--- src/rtl/flash_cmd_pkg.sv ---
package flash_cmd_pkg;

  typedef enum logic [2:0] {
    OP_RESET  = 3'd0,
    OP_PROG   = 3'd1,
    OP_CHIP   = 3'd2,
    OP_SECT   = 3'd3,
    OP_SUSP   = 3'd4,
    OP_RESUME = 3'd5
  } op_e;

  typedef enum logic [1:0] {
    SRC_ARRAY  = 2'd0,
    SRC_ID     = 2'd1,
    SRC_STATUS = 2'd2
  } src_e;

  typedef enum logic [2:0] {
    MD_ARRAY, MD_ID, MD_BYP, MD_PROG, MD_ERASE, MD_SUSP
  } mode_e;

  typedef enum logic [3:0] {
    ST_IDLE, ST_U1, ST_U2, ST_PA, ST_E1, ST_E2, ST_E3, ST_BP, ST_BX
  } step_e;

  localparam logic [7:0] CMD_UNLK1    = 8'hAA;
  localparam logic [7:0] CMD_UNLK2    = 8'h55;
  localparam logic [7:0] CMD_RESET    = 8'hF0;
  localparam logic [7:0] CMD_PROG     = 8'hA0;
  localparam logic [7:0] CMD_IDENT    = 8'h90;
  localparam logic [7:0] CMD_BYPASS   = 8'h20;
  localparam logic [7:0] CMD_ERASE    = 8'h80;
  localparam logic [7:0] CMD_CHIP     = 8'h10;
  localparam logic [7:0] CMD_SECTOR   = 8'h30;
  localparam logic [7:0] CMD_SUSPEND  = 8'hB0;
  localparam logic [7:0] CMD_BYP_EXIT1 = 8'h90;
  localparam logic [7:0] CMD_BYP_EXIT2 = 8'h00;

endpackage

--- src/rtl/flash_unlock_match.sv ---
module flash_unlock_match #(
  parameter int KW = 12
) (
  input  logic          byte_mode,
  input  logic [KW-1:0] key_addr,
  output logic          hit_a,
  output logic          hit_b
);

  // hit_a: first unlock / command address, hit_b: second unlock address
  always_comb begin
    if (byte_mode) begin
      hit_a = (key_addr == KW'(12'hAAA));
      hit_b = (key_addr == KW'(12'h555));
    end else begin
      hit_a = (key_addr[KW-2:0] == (KW-1)'(11'h555));
      hit_b = (key_addr[KW-2:0] == (KW-1)'(11'h2AA));
    end
  end

endmodule

--- src/rtl/flash_seq_fsm.sv ---
module flash_seq_fsm
  import flash_cmd_pkg::*;
#(
  parameter int AW = 20,
  parameter int DW = 16
) (
  input  logic          clk,
  input  logic          rst_n,
  input  logic          wr_en,
  input  logic [AW-1:0] wr_addr,
  input  logic [DW-1:0] wr_data,
  input  logic          hit_a,
  input  logic          hit_b,
  input  logic          op_done,
  output logic          req_valid,
  output op_e           req_op,
  output logic [AW-1:0] req_addr,
  output logic [DW-1:0] req_data,
  output mode_e         mode
);

  mode_e mode_q, mode_d, ret_q, ret_d;
  step_e step_q, step_d;
  logic  issue, susp, brk;
  op_e   iop;
  logic [7:0] cmd;

  assign cmd  = wr_data[7:0];
  assign mode = mode_q;

  always_comb begin
    mode_d = mode_q;
    step_d = step_q;
    ret_d  = ret_q;
    issue  = 1'b0;
    iop    = OP_RESET;
    susp   = (mode_q == MD_SUSP);
    brk    = 1'b0;
    case (mode_q)
      MD_PROG: begin
        step_d = ST_IDLE;
        if (op_done) mode_d = ret_q;
      end
      MD_ERASE: begin
        step_d = ST_IDLE;
        if (op_done) begin
          mode_d = MD_ARRAY;
        end else if (wr_en && cmd == CMD_SUSPEND) begin
          mode_d = MD_SUSP;
          issue  = 1'b1;
          iop    = OP_SUSP;
        end
      end
      MD_BYP: begin
        if (wr_en) begin
          case (step_q)
            ST_BP: begin
              issue  = 1'b1;
              iop    = OP_PROG;
              ret_d  = MD_BYP;
              mode_d = MD_PROG;
              step_d = ST_IDLE;
            end
            ST_BX: begin
              step_d = ST_IDLE;
              if (cmd == CMD_BYP_EXIT2) mode_d = MD_ARRAY;
            end
            default: begin
              if (cmd == CMD_PROG)           step_d = ST_BP;
              else if (cmd == CMD_BYP_EXIT1) step_d = ST_BX;
              else                           step_d = ST_IDLE;
            end
          endcase
        end
      end
      default: begin
        if (wr_en) begin
          if (cmd == CMD_RESET && step_q != ST_PA && !susp) begin
            issue  = 1'b1;
            iop    = OP_RESET;
            mode_d = MD_ARRAY;
            step_d = ST_IDLE;
          end else begin
            case (step_q)
              ST_IDLE: begin
                if (cmd == CMD_UNLK1 && hit_a) begin
                  step_d = ST_U1;
                end else if (susp && cmd == CMD_SECTOR) begin
                  issue  = 1'b1;
                  iop    = OP_RESUME;
                  mode_d = MD_ERASE;
                end else begin
                  brk = 1'b1;
                end
              end
              ST_U1: begin
                if (cmd == CMD_UNLK2 && hit_b) step_d = ST_U2;
                else                           brk = 1'b1;
              end
              ST_U2: begin
                step_d = ST_IDLE;
                if (!hit_a)                brk = 1'b1;
                else if (cmd == CMD_PROG)  step_d = ST_PA;
                else if (susp)             brk = 1'b1;
                else begin
                  case (cmd)
                    CMD_IDENT:  mode_d = MD_ID;
                    CMD_BYPASS: mode_d = MD_BYP;
                    CMD_ERASE:  step_d = ST_E1;
                    default:    brk = 1'b1;
                  endcase
                end
              end
              ST_PA: begin
                issue  = 1'b1;
                iop    = OP_PROG;
                ret_d  = susp ? MD_SUSP : MD_ARRAY;
                mode_d = MD_PROG;
                step_d = ST_IDLE;
              end
              ST_E1: begin
                if (cmd == CMD_UNLK1 && hit_a) step_d = ST_E2;
                else                           brk = 1'b1;
              end
              ST_E2: begin
                if (cmd == CMD_UNLK2 && hit_b) step_d = ST_E3;
                else                           brk = 1'b1;
              end
              ST_E3: begin
                step_d = ST_IDLE;
                if (cmd == CMD_CHIP && hit_a) begin
                  issue  = 1'b1;
                  iop    = OP_CHIP;
                  mode_d = MD_ERASE;
                end else if (cmd == CMD_SECTOR) begin
                  issue  = 1'b1;
                  iop    = OP_SECT;
                  mode_d = MD_ERASE;
                end else begin
                  brk = 1'b1;
                end
              end
              default: brk = 1'b1;
            endcase
            if (brk) begin
              step_d = ST_IDLE;
              if (!susp) mode_d = MD_ARRAY;
            end
          end
        end
      end
    endcase
  end

  always_ff @(posedge clk or negedge rst_n) begin
    if (!rst_n) begin
      mode_q    <= MD_ARRAY;
      step_q    <= ST_IDLE;
      ret_q     <= MD_ARRAY;
      req_valid <= 1'b0;
      req_op    <= OP_RESET;
      req_addr  <= '0;
      req_data  <= '0;
    end else begin
      mode_q    <= mode_d;
      step_q    <= step_d;
      ret_q     <= ret_d;
      req_valid <= issue;
      if (issue) begin
        req_op   <= iop;
        req_addr <= wr_addr;
        req_data <= wr_data;
      end
    end
  end

endmodule

--- src/rtl/flash_read_mux.sv ---
module flash_read_mux
  import flash_cmd_pkg::*;
#(
  parameter int          DW       = 16,
  parameter logic [15:0] MFR_CODE = 16'h0052,
  parameter logic [15:0] DEV_CODE = 16'h22DA
) (
  input  mode_e         mode,
  input  logic          byte_mode,
  input  logic [2:0]    rd_offs,
  input  logic          sect_prot,
  output src_e          rd_src,
  output logic [DW-1:0] id_rdata
);

  localparam logic [DW-1:0] LOW_MASK = DW'(16'h00FF);
  localparam logic [DW-1:0] MFR_W    = DW'(MFR_CODE);
  localparam logic [DW-1:0] DEV_W    = DW'(DEV_CODE);

  logic [1:0] offs;
  assign offs = byte_mode ? rd_offs[2:1] : rd_offs[1:0];

  always_comb begin
    case (mode)
      MD_PROG, MD_ERASE: rd_src = SRC_STATUS;
      MD_ID:             rd_src = SRC_ID;
      default:           rd_src = SRC_ARRAY;
    endcase
  end

  always_comb begin
    case (offs)
      2'd0:    id_rdata = byte_mode ? (MFR_W & LOW_MASK) : MFR_W;
      2'd1:    id_rdata = byte_mode ? (DEV_W & LOW_MASK) : DEV_W;
      2'd2:    id_rdata = {{(DW-1){1'b0}}, sect_prot};
      default: id_rdata = '0;
    endcase
  end

endmodule

--- src/rtl/flash_cmd_decoder.sv ---
module flash_cmd_decoder
  import flash_cmd_pkg::*;
#(
  parameter int          AW       = 20,
  parameter int          DW       = 16,
  parameter logic [15:0] MFR_CODE = 16'h0052,
  parameter logic [15:0] DEV_CODE = 16'h22DA
) (
  input  logic          clk,
  input  logic          rst_n,
  input  logic          byte_mode,
  input  logic          wr_en,
  input  logic [AW-1:0] wr_addr,
  input  logic [DW-1:0] wr_data,
  input  logic          op_done,
  input  logic [2:0]    rd_offs,
  input  logic          sect_prot,
  output logic          req_valid,
  output logic [2:0]    req_op,
  output logic [AW-1:0] req_addr,
  output logic [DW-1:0] req_data,
  output logic [1:0]    rd_src,
  output logic [DW-1:0] id_rdata
);

  localparam int KW = 12;

  logic [1:0] rst_sync;
  logic       rst_int_n;
  logic       hit_a, hit_b;
  mode_e      mode;
  op_e        op_int;
  src_e       src_int;

  // asynchronous assertion, synchronous release
  always_ff @(posedge clk or negedge rst_n) begin
    if (!rst_n) rst_sync <= 2'b00;
    else        rst_sync <= {rst_sync[0], 1'b1};
  end
  assign rst_int_n = rst_sync[1];

  flash_unlock_match #(.KW(KW)) u_match (
    .byte_mode (byte_mode),
    .key_addr  (wr_addr[KW-1:0]),
    .hit_a     (hit_a),
    .hit_b     (hit_b)
  );

  flash_seq_fsm #(.AW(AW), .DW(DW)) u_fsm (
    .clk       (clk),
    .rst_n     (rst_int_n),
    .wr_en     (wr_en),
    .wr_addr   (wr_addr),
    .wr_data   (wr_data),
    .hit_a     (hit_a),
    .hit_b     (hit_b),
    .op_done   (op_done),
    .req_valid (req_valid),
    .req_op    (op_int),
    .req_addr  (req_addr),
    .req_data  (req_data),
    .mode      (mode)
  );

  flash_read_mux #(.DW(DW), .MFR_CODE(MFR_CODE), .DEV_CODE(DEV_CODE)) u_rmux (
    .mode      (mode),
    .byte_mode (byte_mode),
    .rd_offs   (rd_offs),
    .sect_prot (sect_prot),
    .rd_src    (src_int),
    .id_rdata  (id_rdata)
  );

  assign req_op = op_int;
  assign rd_src = src_int;

endmodule

--- config.mk ---
export PLATFORM = sky130hd
export DESIGN_NAME = flash_cmd_decoder
export DESIGN_NICKNAME = d
export VERILOG_FILES = /design/src/rtl/flash_cmd_pkg.sv /design/src/rtl/flash_unlock_match.sv /design/src/rtl/flash_seq_fsm.sv /design/src/rtl/flash_read_mux.sv /design/src/rtl/flash_cmd_decoder.sv
export SDC_FILE = /design/constraint.sdc
export NUM_CORES = 1
export LEC_CHECK = 0
export ABC_AREA = 1
export BUFFER_PORTS_ARGS = -buffer_cell sky130_fd_sc_hd__buf_2
export CAP_MARGIN = 10
export CORE_MARGIN = 2
export CORE_UTILIZATION = 46
export CTS_BUF_LIST = sky130_fd_sc_hd__clkbuf_16
export CTS_CLUSTER_SIZE = 30
export DETAILED_ROUTE_END_ITERATION = 8
export HOLD_SLACK_MARGIN = 0.05
export PLACE_DENSITY_LB_ADDON = 0.15
export SETUP_SLACK_MARGIN = 0.15
export SYNTH_ARGS = -nofsm -noshare
export SYNTH_HDL_FRONTEND = slang
export SYNTH_SLANG_ARGS = --single-unit
--- constraint.sdc ---
create_clock -name clk -period 1.5 [get_ports clk]
set_input_delay 0.15 -clock clk [delete_from_list [all_inputs] [get_ports clk]]
set_output_delay 0.15 -clock clk [all_outputs]
set_load 0.1 [all_outputs]
==> run summary <==
Achievable clock frequency -> 532 MHz
Post-Place Worst Slack -> -0.355 ns
Reg clk slew, reported paths -> 0.08 ns
Met2 wire length -> 6.09 mm
Combined global-route utilization of all metal layers -> 29.9%
Total number of nets in the final design -> 726
CP endpoint kind -> flip-flop
Setup Crit Path Kind -> reg -> reg
Number of antenna violations at the first check in global routing -> 0
Clock power share -> 12.1%
Max FO, Critical Path -> 9
Dpl cell area -> 0.00468 mm2
Number of distinct library cells after synthesis -> 32
Count of antenna diodes in the layout -> 0
Part of the power in registers -> 19.7%
Hold worst-path end -> u_fsm.req_data[10]
Class of the tightest hold or removal check -> in -> reg
Met1 layer wirelength in the final routing -> 4.57 mm
Combinational share of power -> 68.2%
Maximum count of clock buffers along a single path -> 2
Period utilisation layout -> 125%
Initial standard-cell utilization of the core -> 46.7%
Violations in the final reports -> setup timing
Critical path data arrival time -> 2.06 ns
Clock tree from TritonCTS -> yes
Standard-cell row count -> 30
Leakage dissipation -> 3.03 nW
Area of the die -> 0.00746 mm2
PD cells -> 2020 mW/mm2
Post-route DRC -> 0
Period minus WS final -> 1.88 ns
Count of input and output buffers -> 94
Switching pwr -> 0.00645 W
Total count of hold-check failures in the final report -> 0
Top cells by area in the synthesized netlist -> sky130_fd_sc_hd__dfrtp_1 41%, sky130_fd_sc_hd__nand2_1 21%, sky130_fd_sc_hd__inv_1 7.2%, sky130_fd_sc_hd__nand3_1 5.8%, sky130_fd_sc_hd__nor2_1 4.9%
Number of synthesized register bits -> 51
Beginning of the worst register-to-register path -> u_fsm.step_q[0]
Max rail drop VDD -> 1520 uV
Clock Latency Late Sink -> 0.29 ns
Die Width -> 86.4 um
Setup skew after layout -> 0.00789 ns
Number of max-capacitance violations reported -> 0
Final global-route overflow total -> 0
R2r setup slk -> -0.38 ns
Cell Area, Synth -> 0.00312 mm2
Number of H-tree branching levels -> 2
Post-synthesis cell count -> 461
Final ANT Viol Nets -> 0
CTS Buf Count -> 5
Area growth, synth to finish -> 77.1%
Critical path's slowest cell -> sky130_fd_sc_hd__dfrtp_1
Sequence of cells on the critical path -> nand2_2 -> buf_6 -> nor2_4 -> inv_2 -> a211oi_4 -> a21boi_4 -> buf_8 -> buf_16 -> nand2_1 -> o21ai_1
Core region area -> 0.00668 mm2
Synthesis Warnings -> 0
Worst Hold Slack -> 0.0587 ns
Commonest cells after routing, fill and taps aside -> 138 x sky130_fd_sc_hd__nand2_1, 107 x sky130_fd_sc_hd__buf_4, 84 x sky130_fd_sc_hd__buf_2
Final total power -> 0.0111 W
Number of cells on the worst hold path -> 3
Detailed-route vias per instance -> 5.32
Total count of max-transition violations in the final report -> 0
FF-to-FF path depth -> 10
Fraction of final layout cells with drive strength greater than 1 -> 49.7%
Fraction of the yosys area taken by sequential cells -> 40.9%
Total wire length after detailed routing -> 12.0 mm
TritonRoute pass-1 iters -> 5
Height of the die -> 86.4 um
Proportion of total power due to net switching -> 57.9%
CTS root buf -> sky130_fd_sc_hd__clkbuf_16
Vias in the first global route -> 3871
Mean instance size in the synthesized netlist -> 6.77 um2
RSZ-0062 raised after global routing -> yes
Wire length of the first global-routing pass -> 17.7 mm
Synth area leader -> sky130_fd_sc_hd__dfrtp_1
Uppermost layer routed -> met4
Fraction of post-synthesis cell area in the top cell type by area -> 40.9%
Overall via count from detail_route -> 4055
Finish-stage setup viols -> 50
Largest incremental delay on the critical path -> 0.42 ns
Number of ports placed on the die boundary -> 103
Number of sinks on the clock net -> 51
Total met3 wirelength after detailed routing -> 975 um
Design internal power -> 0.00469 W
Final setup slack of the worst path -> -0.381 ns
Pin count of the biggest net entering global routing -> 50
Outcome -> complete, but fails checks
Detailed-route wire length per cell -> 15.8 um
Half-perimeter wire length of the detailed placement result -> 7.36 mm
Data required time at the worst endpoint -> 1.68 ns
Placer's final routability congestion estimate -> 0.959
Violation count after the first detailed-routing iteration -> 446
Element type at the critical path start -> flip-flop
Critical register-to-register path endpoint -> u_fsm.req_data[0]
Post-Layout Inst Area -> 0.00553 mm2
Most frequent standard cell in the layout excluding fill and tap cells -> sky130_fd_sc_hd__nand2_1
Min-Delay Startpoint -> wr_data[10]
==> worst max-delay path, delay by kind of cell, from the launching register on <==
kind | cells | cell delay [ns]
and+or+nand+nor | 3 | 0.31
buffers and inverters | 4 | 0.51
DFF | 1 | 0.42
AOI/OAI and AO/OA | 3 | 0.52
==> state kept, by name, summed over array words and instances (netlist names) <==
register / count
u_fsm.ret_q: 2
u_fsm.step_q: 4
u_fsm.req_data: 16
u_fsm.mode: 3
u_fsm.req_op: 3
u_fsm.req_addr: 20
u_fsm.req_valid: 1
rst_sync: 2
==> kinds of logic (layout without fill, tap and decap cells) <==
family / Yosys count / after routing / synth area share (%)
DFF: 51 / 51 / 40.9
other: 2 / 9 / 0.241
AOI/OAI and AO/OA: 43 / 43 / 8.26
buffers and inverters: 83 / 297 / 12.4
muxes: 1 / 1 / 0.321
and+or+nand+nor: 281 / 281 / 37.9
==> synthesized netlist by cell type <==
cell and number:
sky130_fd_sc_hd__nand2_1 173, sky130_fd_sc_hd__inv_1 60, sky130_fd_sc_hd__dfrtp_1 51, sky130_fd_sc_hd__nor2_1 41, sky130_fd_sc_hd__nand3_1 36, sky130_fd_sc_hd__o21ai_0 27, sky130_fd_sc_hd__buf_4 13, sky130_fd_sc_hd__nand4_1 10
sky130_fd_sc_hd__nor3_1 9, sky130_fd_sc_hd__a21oi_1 7, sky130_fd_sc_hd__buf_2 3, sky130_fd_sc_hd__buf_6 3, sky130_fd_sc_hd__inv_2 3, sky130_fd_sc_hd__nor2_2 3, sky130_fd_sc_hd__conb_1 2, sky130_fd_sc_hd__nand2_2 2
sky130_fd_sc_hd__nand3b_1 2, sky130_fd_sc_hd__o311ai_0 2, sky130_fd_sc_hd__a211oi_2 1, sky130_fd_sc_hd__a21boi_4 1, sky130_fd_sc_hd__a21oi_2 1, sky130_fd_sc_hd__clkbuf_1 1, sky130_fd_sc_hd__mux2i_1 1, sky130_fd_sc_hd__nand3_2 1
sky130_fd_sc_hd__nor2_4 1, sky130_fd_sc_hd__nor3_2 1, sky130_fd_sc_hd__nor3b_1 1, sky130_fd_sc_hd__o211ai_1 1, sky130_fd_sc_hd__o221ai_1 1, sky130_fd_sc_hd__o22ai_1 1, sky130_fd_sc_hd__o31ai_1 1, sky130_fd_sc_hd__or2_2 1
==> cell type report <==
class | instances | area (um2)
fillers | 421 | 1150
inverters | 63 | 255
well taps | 80 | 100
repair buffers | 226 | 1810
multi-input cells | 334 | 1910
clock inverters | 3 | 46.3
clock buffers | 5 | 125
flip-flops and latches | 51 | 1280
==> through the flow <==
stage | std cells | setup TNS [ns] | utilization (%)
finish | 762 | -13.95 | 82.7
global route | 762 | -18.18 | 82.7
CTS | 759 | -10.71 | 80.2
detailed placement | 727 | -10.31 | 70.0
global placement | 727 | -8.93 | 70.0
floorplan | 468 | -8.29 | -
==> worst max-delay path by stage <==
| stage | startpoint | endpoint | slack, ns | depth (start not counted) |
|---|---|---|---|---|
| final | u_fsm.step_q[0] | u_fsm.req_data[0] | -0.38 | 10 |
| after global routing | wr_data[0] | u_fsm.req_data[0] | -0.47 | 13 |
| after CTS | u_fsm.step_q[3] | u_fsm.step_q[0] | -0.28 | 13 |
| after detailed placement | u_fsm.mode[0] | u_fsm.mode[1] | -0.36 | 10 |
| after global placement | u_fsm.mode[0] | u_fsm.mode[2] | -0.29 | 10 |
| after floorplan | byte_mode | id_rdata[7] | -0.32 | 4 |
==> power by group through the flow <==
stage	Clock, W	Combinational, W	Sequential, W
after floorplan	0	0.00199	0.00521
after global placement	0	0.00650	0.00214
after detailed placement	0	0.00658	0.00215
after CTS	0.00136	0.00722	0.00218
after global routing	0.00142	0.00791	0.00224
final	0.00135	0.00760	0.00219
==> layer usage <==
layer / vias to the layer above / global-route usage, %
met2: 239 / 54.3
li1: 1882 / -
met3: 61 / 5.81
met1: 1873 / 35.8
met5: - / 0
met4: 0 / 8.81
==> what timing repair did <==
action / 4_1_cts / 5_1_grt
endpoints found under the hold margin: 2 / 0
buffers inserted: 17 / 3
gates resized for setup: 78 / 40
endpoints found under the setup margin: 51 / 51
hold buffers: 1 / 0
gates cloned: 6 / 0
pin swaps: 26 / 22
Power figures use the tool's default switching activity.
